$ cat config.mk
export PLATFORM = sky130hd
export DESIGN_NAME = tmt_march_shadow
export DESIGN_NICKNAME = d
export VERILOG_FILES = /design/src/rtl/tmt_pkg.sv /design/src/rtl/tmt_addr_gen.sv /design/src/rtl/tmt_rd_track.sv /design/src/rtl/tmt_march_shadow.sv
export SDC_FILE = /design/constraint.sdc
export NUM_CORES = 1
export LEC_CHECK = 0
export ABC_CLOCK_PERIOD_IN_PS = 3300
export CAP_MARGIN = 20
export CORE_ASPECT_RATIO = 0.9
export CORE_MARGIN = 2
export CORE_UTILIZATION = 55
export DETAILED_ROUTE_END_ITERATION = 6
export DONT_BUFFER_PORTS = 1
export PLACE_DENSITY = 0.82
export SLEW_MARGIN = 5
export SYNTH_ARGS = -nofsm -noshare
export SYNTH_HDL_FRONTEND = slang
export SYNTH_SLANG_ARGS = --single-unit
$ cat constraint.sdc
create_clock -name clk -period 3.3 [get_ports clk]
set_input_delay 0.66 -clock clk [delete_from_list [all_inputs] [get_ports clk]]
set_output_delay 0.66 -clock clk [all_outputs]
set_load 0.02 [all_outputs]
$ cat src/rtl/tmt_pkg.sv
package tmt_pkg;

  typedef enum logic [1:0] {
    PH_IDLE    = 2'd0,
    PH_SAVE    = 2'd1,
    PH_MARCH   = 2'd2,
    PH_RESTORE = 2'd3
  } phase_t;

  // element index 0..5 of March C-
  localparam logic [2:0] ELEM_LAST = 3'd5;

  function automatic logic elem_reads(input logic [2:0] e);
    return e != 3'd0;
  endfunction

  function automatic logic elem_writes(input logic [2:0] e);
    return e != ELEM_LAST;
  endfunction

  // background bit expected on the read of element e
  function automatic logic elem_rd_bit(input logic [2:0] e);
    return (e == 3'd2) || (e == 3'd4);
  endfunction

  // background bit written by element e
  function automatic logic elem_wr_bit(input logic [2:0] e);
    return (e == 3'd1) || (e == 3'd3);
  endfunction

  function automatic logic elem_down(input logic [2:0] e);
    return (e == 3'd3) || (e == 3'd4);
  endfunction

endpackage

$ cat src/rtl/tmt_addr_gen.sv
module tmt_addr_gen #(
  parameter int OW = 6
) (
  input  logic          clk,
  input  logic          rst_n,
  input  logic          load,
  input  logic          load_down,
  input  logic          step,
  output logic [OW-1:0] offs,
  output logic          at_last
);
  localparam logic [OW-1:0] OFFS_MAX = {OW{1'b1}};

  logic dir_down;

  always_ff @(posedge clk or negedge rst_n) begin
    if (!rst_n) begin
      offs     <= '0;
      dir_down <= 1'b0;
    end else if (load) begin
      dir_down <= load_down;
      offs     <= load_down ? OFFS_MAX : '0;
    end else if (step) begin
      offs <= dir_down ? offs - 1'b1 : offs + 1'b1;
    end
  end

  assign at_last = dir_down ? (offs == '0) : (offs == OFFS_MAX);

endmodule

$ cat src/rtl/tmt_rd_track.sv
module tmt_rd_track #(
  parameter int AW = 8,
  parameter int DW = 8
) (
  input  logic          clk,
  input  logic          rst_n,
  input  logic          issue,
  input  logic [AW-1:0] issue_addr,
  input  logic [DW-1:0] issue_exp,
  input  logic [DW-1:0] rdata,
  output logic          valid,
  output logic          mismatch,
  output logic [AW-1:0] addr
);
  logic [DW-1:0] exp_q;

  always_ff @(posedge clk or negedge rst_n) begin
    if (!rst_n) begin
      valid <= 1'b0;
      addr  <= '0;
      exp_q <= '0;
    end else begin
      valid <= issue;
      if (issue) begin
        addr  <= issue_addr;
        exp_q <= issue_exp;
      end
    end
  end

  assign mismatch = valid && (rdata != exp_q);

endmodule

$ cat src/rtl/tmt_march_shadow.sv
module tmt_march_shadow #(
  parameter int AW = 8,
  parameter int DW = 8
) (
  input  logic          clk,
  input  logic          rst_n,
  input  logic          start,
  input  logic [1:0]    seg_sel,
  output logic          mem_en,
  output logic          mem_we,
  output logic [AW-1:0] mem_addr,
  output logic [DW-1:0] mem_wdata,
  input  logic [DW-1:0] mem_rdata,
  output logic          busy,
  output logic          done,
  output logic          pass,
  output logic          fail,
  output logic          sel_err,
  output logic [AW-1:0] fail_addr
);
  import tmt_pkg::*;

  localparam int OW = AW - 2;
  localparam logic [1:0] SHADOW_SEL = 2'b11;

  phase_t        phase;
  logic [1:0]    sel_q;
  logic [1:0]    step;
  logic [2:0]    elem;
  logic [DW-1:0] hold;
  logic          fail_q, pass_q, done_q, sel_err_q;
  logic [AW-1:0] fail_addr_q;

  logic          ag_load, ag_down, ag_step, at_last;
  logic [OW-1:0] offs;
  logic          trk_issue, trk_valid, trk_mis;
  logic [DW-1:0] trk_exp;
  logic [AW-1:0] trk_addr;

  // named internal events
  logic          idle, accept, reject, copy_fail, march_fail, march_adv;
  logic [AW-1:0] seg_addr, shd_addr, src_addr, dst_addr;
  logic [DW-1:0] bg_rd, bg_wr;

  assign idle      = (phase == PH_IDLE);
  assign accept    = idle && start && (seg_sel != SHADOW_SEL);
  assign reject    = idle && start && (seg_sel == SHADOW_SEL);
  assign seg_addr  = {sel_q, offs};
  assign shd_addr  = {SHADOW_SEL, offs};
  assign src_addr  = (phase == PH_SAVE) ? seg_addr : shd_addr;
  assign dst_addr  = (phase == PH_SAVE) ? shd_addr : seg_addr;
  assign bg_rd     = {DW{elem_rd_bit(elem)}};
  assign bg_wr     = {DW{elem_wr_bit(elem)}};
  assign copy_fail  = (phase == PH_SAVE) && (step == 2'd3) && trk_mis;
  assign march_fail = (phase == PH_MARCH) && (step == 2'd1) && trk_mis;
  assign march_adv  = (phase == PH_MARCH) &&
                      (((step == 2'd0) && !elem_reads(elem)) ||
                       ((step == 2'd1) && !trk_mis));

  tmt_addr_gen #(.OW(OW)) u_ag (
    .clk(clk), .rst_n(rst_n), .load(ag_load), .load_down(ag_down),
    .step(ag_step), .offs(offs), .at_last(at_last)
  );

  tmt_rd_track #(.AW(AW), .DW(DW)) u_trk (
    .clk(clk), .rst_n(rst_n), .issue(trk_issue), .issue_addr(mem_addr),
    .issue_exp(trk_exp), .rdata(mem_rdata), .valid(trk_valid),
    .mismatch(trk_mis), .addr(trk_addr)
  );

  // RAM port and address-generator control
  always_comb begin
    mem_en    = 1'b0;
    mem_we    = 1'b0;
    mem_addr  = seg_addr;
    mem_wdata = '0;
    trk_issue = 1'b0;
    trk_exp   = '0;
    ag_load   = 1'b0;
    ag_down   = 1'b0;
    ag_step   = 1'b0;
    unique case (phase)
      PH_IDLE: ag_load = accept;
      PH_SAVE, PH_RESTORE: begin
        unique case (step)
          2'd0: begin
            mem_en   = 1'b1;
            mem_addr = src_addr;
          end
          2'd1: begin
            mem_en    = 1'b1;
            mem_we    = 1'b1;
            mem_addr  = dst_addr;
            mem_wdata = mem_rdata;
          end
          2'd2: begin
            mem_en    = 1'b1;
            mem_addr  = dst_addr;
            trk_issue = 1'b1;
            trk_exp   = hold;
          end
          default: begin
            if (!copy_fail) begin
              if (!at_last)               ag_step = 1'b1;
              else if (phase == PH_SAVE)  ag_load = 1'b1;
            end
          end
        endcase
      end
      PH_MARCH: begin
        if (step == 2'd0) begin
          mem_en = 1'b1;
          if (elem_reads(elem)) begin
            trk_issue = 1'b1;
            trk_exp   = bg_rd;
          end else begin
            mem_we    = 1'b1;
            mem_wdata = bg_wr;
          end
        end else if (!trk_mis && elem_writes(elem)) begin
          mem_en    = 1'b1;
          mem_we    = 1'b1;
          mem_wdata = bg_wr;
        end
        if (march_fail) begin
          ag_load = 1'b1;
        end else if (march_adv) begin
          if (!at_last) begin
            ag_step = 1'b1;
          end else begin
            ag_load = 1'b1;
            ag_down = (elem == ELEM_LAST) ? 1'b0 : elem_down(elem + 3'd1);
          end
        end
      end
      default: ;
    endcase
  end

  always_ff @(posedge clk or negedge rst_n) begin
    if (!rst_n) begin
      phase       <= PH_IDLE;
      sel_q       <= '0;
      step        <= '0;
      elem        <= '0;
      hold        <= '0;
      fail_q      <= 1'b0;
      pass_q      <= 1'b0;
      done_q      <= 1'b0;
      sel_err_q   <= 1'b0;
      fail_addr_q <= '0;
    end else begin
      done_q <= 1'b0;
      unique case (phase)
        PH_IDLE: begin
          if (reject) begin
            sel_err_q   <= 1'b1;
            pass_q      <= 1'b0;
            fail_q      <= 1'b0;
            fail_addr_q <= '0;
          end else if (accept) begin
            sel_q       <= seg_sel;
            phase       <= PH_SAVE;
            step        <= '0;
            sel_err_q   <= 1'b0;
            pass_q      <= 1'b0;
            fail_q      <= 1'b0;
            fail_addr_q <= '0;
          end
        end
        PH_SAVE, PH_RESTORE: begin
          step <= step + 2'd1;
          if (step == 2'd1) hold <= mem_rdata;
          if (step == 2'd3) begin
            if (trk_mis && !fail_q) begin
              fail_q      <= 1'b1;
              fail_addr_q <= trk_addr;
            end
            if (copy_fail) begin
              phase  <= PH_IDLE;
              done_q <= 1'b1;
            end else if (at_last) begin
              if (phase == PH_SAVE) begin
                phase <= PH_MARCH;
                elem  <= '0;
              end else begin
                phase  <= PH_IDLE;
                done_q <= 1'b1;
                pass_q <= !(fail_q || trk_mis);
              end
            end
          end
        end
        PH_MARCH: begin
          if (step == 2'd0 && elem_reads(elem)) step <= 2'd1;
          else                                   step <= 2'd0;
          if (march_fail) begin
            fail_q      <= 1'b1;
            fail_addr_q <= trk_addr;
            phase       <= PH_RESTORE;
          end else if (march_adv && at_last) begin
            if (elem == ELEM_LAST) phase <= PH_RESTORE;
            else                   elem  <= elem + 3'd1;
          end
        end
        default: phase <= PH_IDLE;
      endcase
    end
  end

  assign busy      = !idle;
  assign done      = done_q;
  assign pass      = pass_q;
  assign fail      = fail_q;
  assign sel_err   = sel_err_q;
  assign fail_addr = fail_addr_q;

  // ---------------- assertions ----------------
  AST_IDLE_QUIET: assert property (@(posedge clk) disable iff (!rst_n)
    !busy |-> !mem_en) else $error("idle port activity");

  AST_START_BUSY: assert property (@(posedge clk) disable iff (!rst_n)
    (start && !busy && seg_sel != SHADOW_SEL) |=> busy) else $error("start not taken");

  AST_SEL_REJECT: assert property (@(posedge clk) disable iff (!rst_n)
    (start && !busy && seg_sel == SHADOW_SEL) |=> (sel_err && !busy)) else $error("select 3 taken");

  AST_BUSY_IGNORE: assert property (@(posedge clk) disable iff (!rst_n)
    (start && busy) |=> $stable(sel_q)) else $error("start accepted while busy");

  AST_SAVE_WR_SHADOW: assert property (@(posedge clk) disable iff (!rst_n)
    (phase == PH_SAVE && mem_en && mem_we) |-> (mem_addr[AW-1 -: 2] == SHADOW_SEL)) else $error("save wrote outside shadow");

  AST_MARCH_BG: assert property (@(posedge clk) disable iff (!rst_n)
    (phase == PH_MARCH && mem_en && mem_we) |-> (mem_wdata == '0 || mem_wdata == '1)) else $error("bad background");

  AST_CMP_AFTER_READ: assert property (@(posedge clk) disable iff (!rst_n)
    trk_valid |-> $past(mem_en && !mem_we)) else $error("compare without read");

  AST_MARCH_FAIL_RESTORE: assert property (@(posedge clk) disable iff (!rst_n)
    (phase == PH_MARCH && trk_mis) |=> (phase == PH_RESTORE && fail)) else $error("no restore after fail");

  AST_COPY_FAIL_END: assert property (@(posedge clk) disable iff (!rst_n)
    (phase == PH_SAVE && trk_mis) |=> (done && fail && !busy)) else $error("copy fail not ended");

  AST_DONE_PULSE: assert property (@(posedge clk) disable iff (!rst_n)
    done |=> !done) else $error("done too long");

  AST_PASS_FAIL_EXCL: assert property (@(posedge clk) disable iff (!rst_n)
    !(pass && fail)) else $error("pass with fail");

  AST_WRITE_CONFINED: assert property (@(posedge clk) disable iff (!rst_n)
    (mem_en && mem_we) |-> (mem_addr[AW-1 -: 2] == sel_q || mem_addr[AW-1 -: 2] == SHADOW_SEL)) else $error("stray write");

endmodule

# Yosys cells after proc, flatten, opt, wreduce, memory -nomap -nowiden
# Index checks and enable logic that the tools add are counted.
# op_classes
n_addsub,4
n_eq_ne,34
muxes,94
n_bitwise,1
reduce_logical,44
# op_table
cell,n
$mux 8,15
$pmux 8 s2,3
$mux 1,43
$mux 6,4
$pmux 8 s3,1
$mux 2,11
$ne 2x2->1 const B,11
$mux 3,7
$logic_and 1x1->1,15
$pmux 2 s3,2
$reduce_and 6->1,2
$eq 2x2->1 const B,5
$pmux 1 s2,5
$eq 3x2->1 const B,3
$eq 3x3->1 const B,3
$ne 8x8->1,1
$reduce_and 8->1,1
$reduce_bool 2->1,4
$add 6x1->6 const B,1
$eq 6x6->1 const B,1
$logic_not 6->1,1
$ne 3x2->1 const B,2
$ne 3x3->1 const B,2
$pmux 1 s3,2
18 further kinds,32
# word_totals
register_bits,53
out_inout_bits,31
elab_cells,192

# Logic depth before layout (Yosys ltp)
# Gate-level depths: netlist (run 1).
# logic_depth
depth_word,11
depth_mapped,9

# By module
# Synthesis (run 1) repeated with hierarchy kept, for this count alone.
# unflattened
cells_unflattened,329
hier_area_um2,3374.5
# modules_own_cells
module,n_inst,cells_each,area_per_inst_um2,seq_area_each_um2
tmt_march_shadow,1,219,2065.7,725.7
tmt_rd_track,1,46,764.5,425.4
tmt_addr_gen,1,64,544.3,175.2

# Least setup slack after synthesis (run 1)
# Ideal clock, no wire load.
# synth_path
path_kind,input port to output port
start,input port mem_rdata[7]
end,output port mem_wdata[0]
t_arrival_ns,2.373
required_time_ns,2.640
slack_ns,0.267
stages,7
n_path_buf,0
path_cell_list,xor2_1 nor4_2 a21boi_2 nor3_1 o21ai_1 nor3_1 a21o_1
# synth_between
elab_chain_len,7
# synth_rtl
element,line,source
"start, declared",tmt_march_shadow.sv:13,"input logic [DW-1:0] mem_rdata,"
$ne 8x8->1,tmt_rd_track.sv:31,assign mismatch = valid && (rdata != exp_q);
$logic_and 1x1->1,tmt_rd_track.sv:31,
$logic_not 1->1,tmt_march_shadow.sv:120,end else if (!trk_mis && elem_writes(elem)) begin
$logic_and 1x1->1,tmt_march_shadow.sv:120,
$mux 8,tmt_march_shadow.sv:120,
$mux 8,tmt_march_shadow.sv:111,if (step == 2'd0) begin
$pmux 8 s2,tmt_march_shadow.sv:82,unique case (phase)
"end, declared",tmt_march_shadow.sv:12,"output logic [DW-1:0] mem_wdata,"
# No other way between the ends.

# Worst setup path in the final report (run 1)
# layout_path
start,register u_trk.exp_q[6]
end,output port mem_wdata[2]
# layout_between
elab_chain_len,7
# layout_rtl
element,line,source
"start, declared",tmt_rd_track.sv:15,logic [DW-1:0] exp_q;
"start signal, assigned",tmt_rd_track.sv:26,exp_q <= issue_exp;
$ne 8x8->1,tmt_rd_track.sv:31,
$logic_and 1x1->1,tmt_rd_track.sv:31,
$logic_not 1->1,tmt_march_shadow.sv:120,
$logic_and 1x1->1,tmt_march_shadow.sv:120,
$mux 8,tmt_march_shadow.sv:120,
$mux 8,tmt_march_shadow.sv:111,
$pmux 8 s2,tmt_march_shadow.sv:82,
# No other way between the ends.

==> summary.txt, run 1 <==
Outcome
  • Status: finished clean

Routing
  • Starting DRT DRC Count: 95
  • Vias per cell: 5.92
  • Routed Antenna Nets: 0
  • Via Count: about 2.3k
  • Drc violations: 0
  • Pre-antenna DRT Iters: 4
  • Drt wl/cell: 17.1 µm
  • Routed wire length: ~6600 µm

Pwr
  • P_int: 1.80 mW
  • Pwr Density: around 1000 nW/µm²
  • Part of the power in registers: about two fifths
  • Sw Share: between 40 and 50%
  • Sw Pwr: 1.54 mW
  • Peak supply drop: 0.000638 V
  • Gate power share: between 40% and 50%
  • Power Total: 3.34 mW
  • Leak: 1.49 nW
  • Clock Power Share: 11.5%

Place
  • Hpwl dp: 4820 µm
  • Placer Congestion: between 0.9 and 1
  • Input/output buffers: 0

Die
  • Die area: approximately 6300 µm²
  • I/O pins: between 40 and 50
  • Cell Rows: 26
  • Core Region: between 5000 and 6000 µm²
  • Starting Density: 55.8%
  • DIE HEIGHT: around 76 µm
  • Die W: between 80 and 90 µm

Worst setup path
  • Worst Reg-to-Reg Cells: 7
  • CP max stage delay: 430 ps
  • Critical Path Start Type: register
  • CP Max Fanout: 9
  • Worst endpoint required time: about 2600 ps
  • Critical path type: register to output port
  • FF-to-FF setup slack: between 500 and 600 ps
  • CP Capture Type: output port
  • WP data arrival: between 2000 and 2500 ps
  • Crit Reg-Reg Startpoint: u_ag.offs[2]$_DFFE_PN0P_
  • Critical path buffer and inverter count: 1
  • Crit path top cell by count: nor3_1
  • CP max stage cell: nor4_2
  • Reg2reg end: elem[2]$_DFFE_PN0P_
  • Crit-path cells: xor2_1, nor4_2, a21boi_2, nor3_1, o21ai_1, nor3_1, buf_4, a21o_1
  • Stages on worst setup path: 8
  • Delay-heaviest family, CP: simple AND/OR/NAND/NOR gates

Global routing
  • Gr usage total: approximately 22%
  • Initial antenna violation count: 0
  • Total grt overflow: 0
  • Vias in the first global route: approximately 2.2k
  • Largest net degree at the start of global routing: 54
  • Global-route wire length before repair: 10700 µm

Logic synthesis
  • Ys async rst share: 100%
  • Netlist Area Pre-Place: 3120 µm²
  • Count of different cell masters after synthesis: 50
  • #FFs+latches synth: between 50 and 60
  • Syn_area_per_cell: around 10 µm²
  • Post-synthesis cell count: 310
  • Post-synth EDFFs: 0
  • Top_reg_cell synth: dfrtp_1
  • Post-synthesis sequential area ratio: 42.5%
  • Net Count, Synth: around 340
  • Ys Warns: 0

Timing
  • Crit path time final: 3100 ps
  • Fin. Hold Viols: 0
  • RSZ-0062 raised after global routing: no
  • FMAX: between 300 and 400 MHz
  • Crit share post-route: 93.8%
  • # setup viols final: 0
  • Max-slew violations: 0
  • Final clock skew: approximately 4.3 ps
  • Slew @ Worst Pin: 601 ps
  • Relative slew slack: 59.9%
  • Setup TNS Final: 0 ps

Clocking
  • Post_cts resized: 0
  • Hold buffers post-CTS: 0
  • H-Tree Depth: 2
  • CTS clk-pin slew, worst paths: ~100 ps
  • Inserted Clock Buffers: 5
  • Clk_lat worst skew: 310 ps
  • TritonCTS clock tree: done
  • Setup bufs post-CTS: 0
  • CTS root buf: clkbuf_8
  • Clk sink count: 53
  • CTS Buffer Depth: 2

Layout
  • Nets: between 300 and 400
  • Area Growth Syn to Fin: 6.97%
  • Share of cells above drive strength 1: approximately 14%
  • N_diodes: 0

Min path
  • Hold WC Path Type: input port to async pin

Flow run
  • Max-cap viol count: 0
[layer usage]
| metal | vias up | global-route usage (%) | part of all wire [%] |
|---|---|---|---|
| met4 | 0 | 7.17 | 1.0 |
| met5 | - | 0 | 0 |
| met2 | 56 | 34.4 | 47 |
| li1 | 1117 | - | - |
| met3 | 6 | 6.83 | 6.3 |
| met1 | 1113 | 28.5 | 46 |
[power groups by stage]
| stage | Combinational, mW | Sequential, mW | Clock, mW |
|---|---|---|---|
| after floorplan | 1.31 | 1.24 | 0 |
| after global placement | 1.58 | 1.30 | 0 |
| after detailed placement | 1.64 | 1.31 | 0 |
| after CTS | 1.65 | 1.30 | 0.393 |
| after global routing | 1.82 | 1.34 | 0.423 |
| final | 1.66 | 1.30 | 0.385 |
[flip-flops by register name, indices dropped and copies added (netlist names), 2 cells and up, named ones only]
register and flops:
fail_addr 8, u_trk.exp_q 8, u_ag.offs 6, hold 8
sel_q 2, step 2, elem 3, u_trk.addr 8
[through the flow]
| step | area, µm² | utilization [%] | cells | setup WS [ps] | hold WS (ps) |
|---|---|---|---|---|---|
| after floorplan | 3120 | - | 310 | 267 | 364 |
| after global placement | 3240 | 57.9 | 379 | 349 | 366 |
| after detailed placement | 3240 | 57.9 | 379 | 270 | 366 |
| after CTS | 3330 | 59.6 | 387 | 171 | 24.6 |
| after global routing | 3340 | 59.7 | 387 | 9.98 | 13.6 |
| final | 3340 | 59.7 | 387 | 203 | 31.3 |
[synth_stat cells, types with 6 or more instances]
master | instances | area, µm²
a21oi_1 | 35 | 175
dfrtp_1 | 53 | 1330
mux2_1 | 9 | 101
nor2b_1 | 12 | 75.1
xor2_1 | 10 | 87.6
mux2_2 | 16 | 180
a21o_1 | 8 | 60.1
ha_1 | 19 | 238
nand2_1 | 25 | 93.8
nor2_1 | 26 | 97.6
o21ai_0 | 10 | 50.1
clkbuf_1 | 6 | 22.5
inv_1 | 13 | 48.8
nand3_1 | 6 | 30.0
[final cells by class]
| cell class | count | area, µm² |
|---|---|---|
| Sequential cell | 53 | 1330 |
| Clock inverter | 3 | 26.3 |
| Multi-Input combinational cell | 236 | 1730 |
| Inverter | 13 | 48.8 |
| Tap cell | 70 | 87.6 |
| Timing Repair Buffer | 7 | 52.6 |
| Fill cell | 472 | 2250 |
| Clock buffer | 5 | 68.8 |
[kinds of logic (layout without fill, tap and decap cells)]
logic type               after synthesis  in the layout  synth area share, %
flip-flops                            53             53                 42.5
buffers and inverters                 21             28                 2.52
AO/OA/AOI/OAI                         80             80                 17.3
adder cells (fa/ha/maj)               20             20                 8.25
AND/OR/NAND/NOR                       97             97                 16.4
XOR/XNOR                              12             12                 3.36
multiplexers                          27             27                 9.65
[worst max-delay path by stage]
stage                               startpoint            to
detailed placement                mem_rdata[7]  mem_wdata[2]
finish              u_trk.exp_q[6]$_DFFE_PN0P_  mem_wdata[2]
floorplan                         mem_rdata[7]  mem_wdata[0]
global placement                  mem_rdata[7]  mem_wdata[5]
global route        u_trk.exp_q[6]$_DFFE_PN0P_  mem_wdata[3]
CTS                 u_trk.exp_q[7]$_DFFE_PN0P_  mem_wdata[2]
[cell usage in the layout (no fill, tap or decap), types with 2 or more instances in the layout]
master,count
a21oi_1,34
clkbuf_8,5
or4_1,2
nand4_1,4
a21o_1,8
nand2_1,25
buf_4,7
nor4_4,2
nor2b_1,12
a211oi_1,2
nand2b_1,3
dfrtp_1,53
inv_1,13
nor4_2,2
clkinvlp_4,2
nand3_1,6
or3_1,2
nor3_1,4
mux2_2,16
o21ai_1,4
o22a_1,4
o21ai_0,10
xor2_1,10
o221ai_1,3
mux2_1,9
a211o_1,2
xnor2_1,2
ha_1,19
and2_1,2
nor2_1,26
mux2i_1,2
Power figures use the tool's default switching activity.
==> run 2: changes to the inputs <==
Settings changed: CORE_ASPECT_RATIO 0.9 to default.
==> summary.txt, run 2 (synthesis gave the netlist of run 1 again) <==
Outcome
  • Status: finished clean

Die
  • I/O pins: 44
  • Core Region: between 5000 and 6000 µm²
  • Starting Density: 56.7%
  • Die area: roughly 6300 µm²
  • Cell Rows: 27
  • DIE HEIGHT: between 70 and 80 µm
  • Die W: 79.4 µm

Pwr
  • Leak: between 1 and 1.5 nW
  • Power Total: approximately 3.3 mW
  • Peak supply drop: between 0.0006 and 0.0007 V
  • Pwr Density: ~1000 nW/µm²

Clocking
  • Clk sink count: 53
  • TritonCTS clock tree: done
  • Inserted Clock Buffers: 5
  • Hold buffers post-CTS: 0
  • Clk_lat worst skew: about 320 ps
  • Post_cts resized: 0
  • CTS Buffer Depth: 2
  • H-Tree Depth: 2
  • CTS root buf: clkbuf_8
  • CTS clk-pin slew, worst paths: ~100 ps
  • Setup bufs post-CTS: 0

Worst setup path
  • Worst setup startpoint: u_trk.exp_q[7]$_DFFE_PN0P_
  • CP Capture Type: output port
  • CP endpoint: mem_wdata[7]
  • CP max stage cell: nor4_2
  • Reg2reg end: elem[2]$_DFFE_PN0P_
  • Worst Reg-to-Reg Cells: 7
  • WP data arrival: roughly 2500 ps
  • Critical Path Start Type: register
  • Worst endpoint required time: 2640 ps
  • Crit path top cell by count: nor3_1
  • Crit-path cells: xor2_1, nor4_2, a21boi_2, nor3_1, o21ai_1, nor3_1, buf_4, a21o_1
  • FF-to-FF setup slack: roughly 600 ps
  • Crit Reg-Reg Startpoint: u_ag.offs[2]$_DFFE_PN0P_
  • CP max stage delay: between 400 and 500 ps
  • Critical path type: register to output port
  • CP Max Fanout: 9

Timing
  • # setup viols final: 0
  • Max-slew violations: 0
  • Relative slew slack: 52.5%
  • Crit share post-route: approximately 94%
  • Slew @ Worst Pin: 713 ps
  • RSZ-0062 raised after global routing: no
  • Final clock skew: slightly above 6 ps
  • FMAX: ~320 MHz
  • Fin. Hold Viols: 0
  • Setup TNS Final: 0 ps
  • Crit path time final: about 3100 ps

Min path
  • Hold WC Path Type: input port to async pin

Global routing
  • Global-route wire length before repair: about 11000 µm
  • Gr usage total: between 20% and 30%
  • Vias in the first global route: roughly 2.4k
  • Initial antenna violation count: 0
  • Total grt overflow: 0
  • Largest net degree at the start of global routing: 54

Layout
  • Commonest non-fill, non-tap cell in the layout: dfrtp_1
  • Fillcell total: approximately 490
  • Nets: ~350
  • Area Growth Syn to Fin: 6.77%
  • N_diodes: 0
  • Share of cells above drive strength 1: a little over an eighth
  • Most used cells in the layout excluding fill and tap cells: 53 x dfrtp_1, 34 x a21oi_1, 26 x nor2_1
  • Register area: around 1300 µm²
  • Area of the multi-input gates: between 1500 and 2000 µm²
  • Final Util: between 60 and 70%

Routing
  • Vias per cell: 5.98
  • Drt wl/cell: between 15 and 20 µm
  • Pre-antenna DRT Iters: 4
  • Drc violations: 0
  • Starting DRT DRC Count: approximately 120
  • Routed Antenna Nets: 0
  • Routed wire length: 6690 µm
  • Via Count: around 2.3k

Flow run
  • Max-cap viol count: 0

Place
  • Placer Congestion: 0.937
  • Hpwl dp: 4890 µm
  • Input/output buffers: 0
[run 2: per-stage QoR]
step | instances | hold WS (ps) | setup slack (ps) | cell area (µm²)
after floorplan | 310 | 364 | 267 | 3120
after global placement | 380 | 366 | 360 | 3230
after detailed placement | 380 | 366 | 272 | 3230
after CTS | 388 | 19.4 | 177 | 3330
after global routing | 388 | 8.30 | 12.8 | 3340
final | 388 | 23.6 | 182 | 3340
[run 2: worst min-delay path by stage]
stage | from | to | slack [ps]
after floorplan | rst_n | async pin | 360
after global placement | rst_n | elem[2]$_DFFE_PN0P_ | 370
after detailed placement | rst_n | elem[0]$_DFFE_PN0P_ | 370
after CTS | rst_n | async pin | 20
after global routing | rst_n | fail_addr[4]$_DFFE_PN0P_ | 8
final | rst_n | async pin | 20
[run 2: routing by layer]
layer / vias to the layer above / track usage [%] / wire length (µm)
li1: 1113 / - / -
met1: 1131 / 28.3 / 2890
met2: 67 / 37.5 / 3210
met3: 11 / 7.58 / 489
met4: 0 / 6.90 / 100
met5: - / 0 / 0
[run 2: worst max-delay path, delay by kind of cell, from the launching register on]
kind	cells	cell delay, ps
AOI/OAI and AO/OA	3	520
xor gates and xnor gates	1	170
buffers and inverters	1	190
DFF	1	400
and+or+nand+nor	3	870
[run 2: layout make-up]
class | count | area share [%]
Clock buffer | 5 | 2.06
Inverter | 13 | 1.46
Multi-Input combinational cell | 236 | 51.9
Tap cell | 72 | 2.70
Timing Repair Buffer | 6 | 1.35
Sequential cell | 53 | 39.8
Clock inverter | 3 | 0.750
[run 2: report_power, final]
group | internal, mW | switching, mW
Combinational | 0.696 | 0.950
Sequential | 0.944 | 0.350
Clock | 0.153 | 0.227
